## src/rtl/exc_pkg.sv

```systemverilog
package exc_pkg;

    typedef enum logic [1:0] {
        CAUSE_NONE  = 2'd0,
        CAUSE_UNDEF = 2'd1,
        CAUSE_IPROT = 2'd2,
        CAUSE_DPROT = 2'd3
    } cause_e;

    typedef enum logic [2:0] {
        ST_IDLE    = 3'd0,
        ST_PUSH_PS = 3'd1,
        ST_PUSH_PC = 3'd2,
        ST_VEC_RD  = 3'd3,
        ST_HALT    = 3'd4
    } seq_state_e;

endpackage

```

## src/rtl/exc_req_arb.sv

```systemverilog
module exc_req_arb
    import exc_pkg::*;
#(
    parameter int AW        = 32,
    parameter int VEC_UNDEF = 32'h3C4,
    parameter int VEC_IPROT = 32'h3E4,
    parameter int VEC_DPROT = 32'h3E0
) (
    input  logic          enable,
    input  logic          req_undef,
    input  logic          req_iprot,
    input  logic          req_dprot,
    input  logic          dbg_break_en,
    input  logic          reti_active,
    output logic          take,
    output logic          brk,
    output logic          halt_go,
    output cause_e        cause,
    output logic [AW-1:0] vec_off
);

    always_comb begin
        take    = 1'b0;
        brk     = 1'b0;
        halt_go = 1'b0;
        cause   = CAUSE_NONE;
        if (enable) begin
            if (req_dprot) begin
                cause = CAUSE_DPROT;
                if (dbg_break_en)     brk     = 1'b1;
                else if (reti_active) halt_go = 1'b1;
                else                  take    = 1'b1;
            end else if (req_iprot) begin
                cause = CAUSE_IPROT;
                if (dbg_break_en) brk  = 1'b1;
                else              take = 1'b1;
            end else if (req_undef) begin
                cause = CAUSE_UNDEF;
                take  = 1'b1;
            end
        end
    end

    always_comb begin
        case (cause)
            CAUSE_DPROT: vec_off = AW'(VEC_DPROT);
            CAUSE_IPROT: vec_off = AW'(VEC_IPROT);
            default:     vec_off = AW'(VEC_UNDEF);
        endcase
    end

    // at most one action is chosen per cycle
    always_comb begin
        p_one_action_r2: assert ($onehot0({take, brk, halt_go}))
            else $error("arbiter chose more than one action");
    end

endmodule

```

## src/rtl/exc_addr_gen.sv

```systemverilog
module exc_addr_gen #(
    parameter int AW   = 32,
    parameter int STEP = 4
) (
    input  logic [AW-1:0] ssp_cur,
    input  logic [AW-1:0] tbr,
    input  logic [AW-1:0] vec_off,
    output logic [AW-1:0] push_addr,
    output logic [AW-1:0] vec_addr
);

    localparam logic [AW-1:0] STEP_W = AW'(STEP);

    always_comb begin
        push_addr = ssp_cur - STEP_W;
        vec_addr  = tbr + vec_off;
    end

endmodule

```

## src/rtl/exc_entry_seq.sv

```systemverilog
module exc_entry_seq
    import exc_pkg::*;
#(
    parameter int AW        = 32,
    parameter int DW        = 32,
    parameter int STEP      = 4,
    parameter int UM_BIT    = 11,
    parameter int S_BIT     = 5,
    parameter int VEC_UNDEF = 32'h3C4,
    parameter int VEC_IPROT = 32'h3E4,
    parameter int VEC_DPROT = 32'h3E0
) (
    input  logic          clk,
    input  logic          rst_n,
    input  logic          req_undef,
    input  logic          req_iprot,
    input  logic          req_dprot,
    input  logic          dbg_break_en,
    input  logic          reti_active,
    input  logic          brk_irq,
    input  logic [AW-1:0] fault_pc,
    input  logic [DW-1:0] ps_in,
    input  logic [AW-1:0] ssp_in,
    input  logic [AW-1:0] tbr_in,
    output logic          mem_req,
    output logic          mem_we,
    output logic [AW-1:0] mem_addr,
    output logic [DW-1:0] mem_wdata,
    input  logic          mem_ack,
    input  logic [DW-1:0] mem_rdata,
    output logic          busy,
    output logic          done,
    output logic [1:0]    cause,
    output logic [AW-1:0] new_pc,
    output logic [AW-1:0] ssp_out,
    output logic [DW-1:0] ps_out,
    output logic          brk_evt,
    output logic          halted
);

    localparam logic [DW-1:0] PRIV_MASK = (DW'(1) << UM_BIT) | (DW'(1) << S_BIT);

    typedef struct packed {
        seq_state_e    st;
        logic [AW-1:0] ssp;
        logic [DW-1:0] ps;
        logic [AW-1:0] pc;
        logic [AW-1:0] vaddr;
        cause_e        cause;
        logic          done;
        logic          brk;
        logic [AW-1:0] npc;
    } seq_regs_t;

    seq_regs_t r_q, r_d;

    logic          arb_take, arb_brk, arb_halt;
    cause_e        arb_cause;
    logic [AW-1:0] arb_off;
    logic [AW-1:0] push_addr, vec_addr;

    exc_req_arb #(
        .AW(AW), .VEC_UNDEF(VEC_UNDEF), .VEC_IPROT(VEC_IPROT), .VEC_DPROT(VEC_DPROT)
    ) i_arb (
        .enable       (r_q.st == ST_IDLE),
        .req_undef    (req_undef),
        .req_iprot    (req_iprot),
        .req_dprot    (req_dprot),
        .dbg_break_en (dbg_break_en),
        .reti_active  (reti_active),
        .take         (arb_take),
        .brk          (arb_brk),
        .halt_go      (arb_halt),
        .cause        (arb_cause),
        .vec_off      (arb_off)
    );

    exc_addr_gen #(.AW(AW), .STEP(STEP)) i_addr (
        .ssp_cur   (r_q.ssp),
        .tbr       (tbr_in),
        .vec_off   (arb_off),
        .push_addr (push_addr),
        .vec_addr  (vec_addr)
    );

    always_comb begin
        r_d      = r_q;
        r_d.done = 1'b0;
        r_d.brk  = 1'b0;
        case (r_q.st)
            ST_IDLE: begin
                if (arb_halt) begin
                    r_d.st = ST_HALT;
                end else if (arb_brk) begin
                    r_d.brk = 1'b1;
                end else if (arb_take) begin
                    r_d.st    = ST_PUSH_PS;
                    r_d.ssp   = ssp_in;
                    r_d.ps    = ps_in;
                    r_d.pc    = fault_pc;
                    r_d.vaddr = vec_addr;
                    r_d.cause = arb_cause;
                end
            end
            ST_PUSH_PS: begin
                if (mem_ack) begin
                    r_d.ssp = push_addr;
                    r_d.st  = ST_PUSH_PC;
                end
            end
            ST_PUSH_PC: begin
                if (mem_ack) begin
                    r_d.ssp = push_addr;
                    r_d.st  = ST_VEC_RD;
                end
            end
            ST_VEC_RD: begin
                if (mem_ack) begin
                    r_d.npc  = AW'(mem_rdata);
                    r_d.done = 1'b1;
                    r_d.st   = ST_IDLE;
                end
            end
            ST_HALT: begin
                if (brk_irq) begin
                    r_d.st  = ST_IDLE;
                    r_d.brk = 1'b1;
                end
            end
            default: r_d.st = ST_IDLE;
        endcase
    end

    always_ff @(posedge clk or negedge rst_n) begin
        if (!rst_n) r_q <= '0;
        else        r_q <= r_d;
    end

    always_comb begin
        mem_req   = (r_q.st == ST_PUSH_PS) || (r_q.st == ST_PUSH_PC) || (r_q.st == ST_VEC_RD);
        mem_we    = (r_q.st == ST_PUSH_PS) || (r_q.st == ST_PUSH_PC);
        mem_addr  = (r_q.st == ST_VEC_RD) ? r_q.vaddr : push_addr;
        mem_wdata = (r_q.st == ST_PUSH_PS) ? r_q.ps : DW'(r_q.pc);
        busy      = mem_req;
        done      = r_q.done;
        cause     = r_q.cause;
        new_pc    = r_q.npc;
        ssp_out   = r_q.ssp;
        ps_out    = r_q.ps & ~PRIV_MASK;
        brk_evt   = r_q.brk;
        halted    = (r_q.st == ST_HALT);
    end

    // a pending transfer holds still until acknowledged
    p_req_hold_r8: assert property (@(posedge clk) disable iff (!rst_n)
        (mem_req && !mem_ack) |=> (mem_req && $stable(mem_addr) && $stable(mem_wdata) && $stable(mem_we)));

    // done is a single-cycle pulse
    p_done_pulse_r6: assert property (@(posedge clk) disable iff (!rst_n)
        done |=> !done);

    // busy is already low when done rises
    p_busy_done_r9: assert property (@(posedge clk) disable iff (!rst_n)
        done |-> !busy);

    // no memory activity while halted
    p_halt_quiet_r11: assert property (@(posedge clk) disable iff (!rst_n)
        halted |-> (!mem_req && !busy));

    // a break event never starts a sequence
    p_brk_no_seq_r10: assert property (@(posedge clk) disable iff (!rst_n)
        brk_evt |-> (!busy && !mem_req));

endmodule

```

## config.mk

```make
export PLATFORM = sky130hd
export DESIGN_NAME = exc_entry_seq
export DESIGN_NICKNAME = d
export VERILOG_FILES = /design/src/rtl/exc_pkg.sv /design/src/rtl/exc_req_arb.sv /design/src/rtl/exc_addr_gen.sv /design/src/rtl/exc_entry_seq.sv
export SDC_FILE = /design/constraint.sdc
export NUM_CORES = 1
export LEC_CHECK = 0
export BUFFER_PORTS_ARGS = -buffer_cell sky130_fd_sc_hd__buf_2
export CAP_MARGIN = 20
export CORE_AREA = 2 2 206 107
export CTS_BUF_LIST = sky130_fd_sc_hd__clkbuf_4 sky130_fd_sc_hd__clkbuf_8 sky130_fd_sc_hd__clkbuf_16
export CTS_CLUSTER_SIZE = 25
export DETAILED_ROUTE_END_ITERATION = 10
export DIE_AREA = 0 0 208 109
export GPL_TIMING_DRIVEN = 0
export PLACE_DENSITY = 0.82
export REMOVE_ABC_BUFFERS = 1
export SKIP_CTS_REPAIR_TIMING = 1
export SLEW_MARGIN = 15
export SYNTH_ARGS = -nofsm -noshare
export SYNTH_HDL_FRONTEND = slang
export SYNTH_HIERARCHICAL = 1
export SYNTH_SLANG_ARGS = --single-unit
export TNS_END_PERCENT = 1
```

## constraint.sdc

```tcl
create_clock -name clk -period 3.9 [get_ports clk]
set_input_delay 0.195 -clock clk [delete_from_list [all_inputs] [get_ports clk]]
set_output_delay 0.195 -clock clk [all_outputs]
set_load 0.05 [all_outputs]
```

==> impl_metrics.ini <==
[outcome]
status = complete, no violations

[routing]
routed_wl_um = 31900
drt-pass1-iter-count = 5
route.detailed.drc = 0
detail_route.iter0.violations = 721
vias_per_cell = 5.52
antenna_left = 0
wl_per_cell_um = 20.1
vias = 8752

[logic_synthesis]
netlist_area_um2 = 10900
synth_cells = 984
synth_cell_types = 67
ys_ff_latch = 167
ys_warn_count = 6
postSynthAreaPerCell_um2 = 11.1
synth-edff-count = 0
synth_flop_cell = dfrtp_1
ys_async_sr_fraction_pct = 100
seq_area_frac_synth_pct = 38.4

[clock_tree]
cts_tree = yes
htreeDepth = 4
insertion_delay_ps = 440
clkTransAtPathRegs_ps = 70
clock-sinks = 167
cts_inserted_buffers = 17
cts_root_buf = clkbuf_16
cts_buffer_depth = 2

[sta]
clock_skew_ps = 9.43
fmax_mhz = 264
setup_ws_ps = 105
tightest_slew_ps = 912
slew_viol_final = 0
setup_viol = 0
period_share_pct = 97.3
rsz0062_at_grt = true
period_minus_slack_ps = 3790
relSlewSlack_pct = 39.2
hold_violations = 0

[critical_path]
start_kind = flop
r2r_cells = 11
critPathCaptureType = primary output
cp_cell_sequence = or4_4, or4_4, or4_4, or2_4, nor3_2, xor2_1, mux2_2, buf_2
crit_cells = 8
path_max_fanout = 6
required_ps = 3700
arrival_ps = 3600
slowest_stage = or4_4
path_delay_family = simple AND/OR/NAND/NOR gates
slowest_delay_ps = 570
cp_common_cell = or4_4
critical_path_class = reg -> out
cp_num_buf_inv = 1

[global_routing]
track_usage_pct = 25.0
grt_pass1_wl_um = 43700
overflow = 0
antenna_found_initial = 1
grt_max_degree = 93
grt_pass1_vias = 7955

[die]
core_area_um2 = 21000
fp.dieW_um = 208
dieHeight_um = 109
row_count = 38
die_area_um2 = 22700
ios = 337
initial_utilization_pct = 51.7

[worst_hold_path]
min_path_type = in -> reg
hold_path_depth = 2

[placement]
port_buffers = 334
gp_congestion = 0.908
hpwlAfterDp_um = 21500
place_ws_ps = -250

[finish]
nNetsFinal = 1493
drive_gt1_share_pct = 45.8
area_delta_synth_final_pct = 24.6
fill_cells = 1586

[flow_run]
drv_cap = 0
## sequential cells by signal, indices dropped and copies added (netlist names)
signal / cells
r_q: 69
new_pc: 32
ssp_out: 32
ps_out: 30
cause: 2
brk_evt: 1
done: 1
## cell type report
class	instances	area (um2)	area share, %
tap	280	350	2.59
sequential	167	4180	30.9
clock inverter	12	103	0.757
inverter	9	33.8	0.249
antenna	1	2.50	0.0185
clock buffer	20	467	3.44
timing repair buffer	439	2830	20.9
multi-input combinational	657	5580	41.2
## worst paths after layout
path | to | startpoint | slack (ps)
setup reg to reg | r_q[61] | r_q[166] | 130
hold reg to reg | r_q[105] | r_q[105] | 500
min in group asynchronous | ssp_out[10] | rst_n | 370
setup / recovery | mem_addr[24] | ssp_out[11] | 110
max in group asynchronous | ps_out[12] | rst_n | 2700
hold / removal | r_q[73] | fault_pc[5] | 5
## through the flow
stage                     hold WS, ps  cells  instance area (um2)  TNS [ps]  util, %
after floorplan                  -101    833                 9730         0        -
after global placement            426   1447                11800   -130370     55.9
after detailed placement          253   1457                12000      -709     57.1
after CTS                        -218   1489                12600     -1180     59.8
after global routing           -0.346   1585                13500     -24.1     64.5
final                            4.51   1585                13500         0     64.5
## per-layer routing
metal,vias up,track usage [%],part of all wire (%)
li1,3997,-,-
met1,4353,35.3,45
met2,345,38.2,46
met3,57,6.11,6.3
met4,0,7.24,2.4
met5,-,0,0
## cell usage in the layout, fill, tap and decap left out, types with 20 or more instances in the layout
cell type	instances
a21oi_1	34
a2bb2oi_1	32
and2_1	38
buf_2	333
conb_1	32
dfrtp_1	166
dlygate4sd3_1	95
ha_1	32
mux2_2	175
mux2_4	20
nand2_1	26
nor2_1	24
o22ai_1	34
xnor2_1	22
xor2_1	31
## Yosys cell counts, drive strengths merged, types with 5 or more instances
cell	instances	share of area, %
and2	38	2.2
clkbuf	17	0.59
ha	32	3.7
mux2	195	21
nand3	9	0.41
xor2	31	2.5
a2bb2oi	32	2.6
nor3	19	1.1
nand2b	6	0.35
a21o	17	1.2
nor3b	8	0.70
o22ai	34	2.0
buf	163	11
dfrtp	167	38
o21a	10	0.70
a21oi	34	1.6
nand2	27	0.96
nor2	26	0.92
o21ai	16	0.74
inv	9	0.31
or4	6	0.55
xnor2	23	1.9
nor4	5	0.56
## kinds of logic after synthesis
| logic type | share of synthesized area [%] |
|---|---|
| other | 0.104 |
| AO/OA/AOI/OAI | 11.5 |
| adder cells (fa/ha/maj) | 3.87 |
| flip-flops | 38.4 |
| AND/OR/NAND/NOR | 8.72 |
| buffers and inverters | 11.8 |
| XOR/XNOR | 4.42 |
| multiplexers | 21.2 |
Power is left out: the tool's default activity adds up to more than one toggle a clock period on the data nets, which glitch-free logic cannot reach.
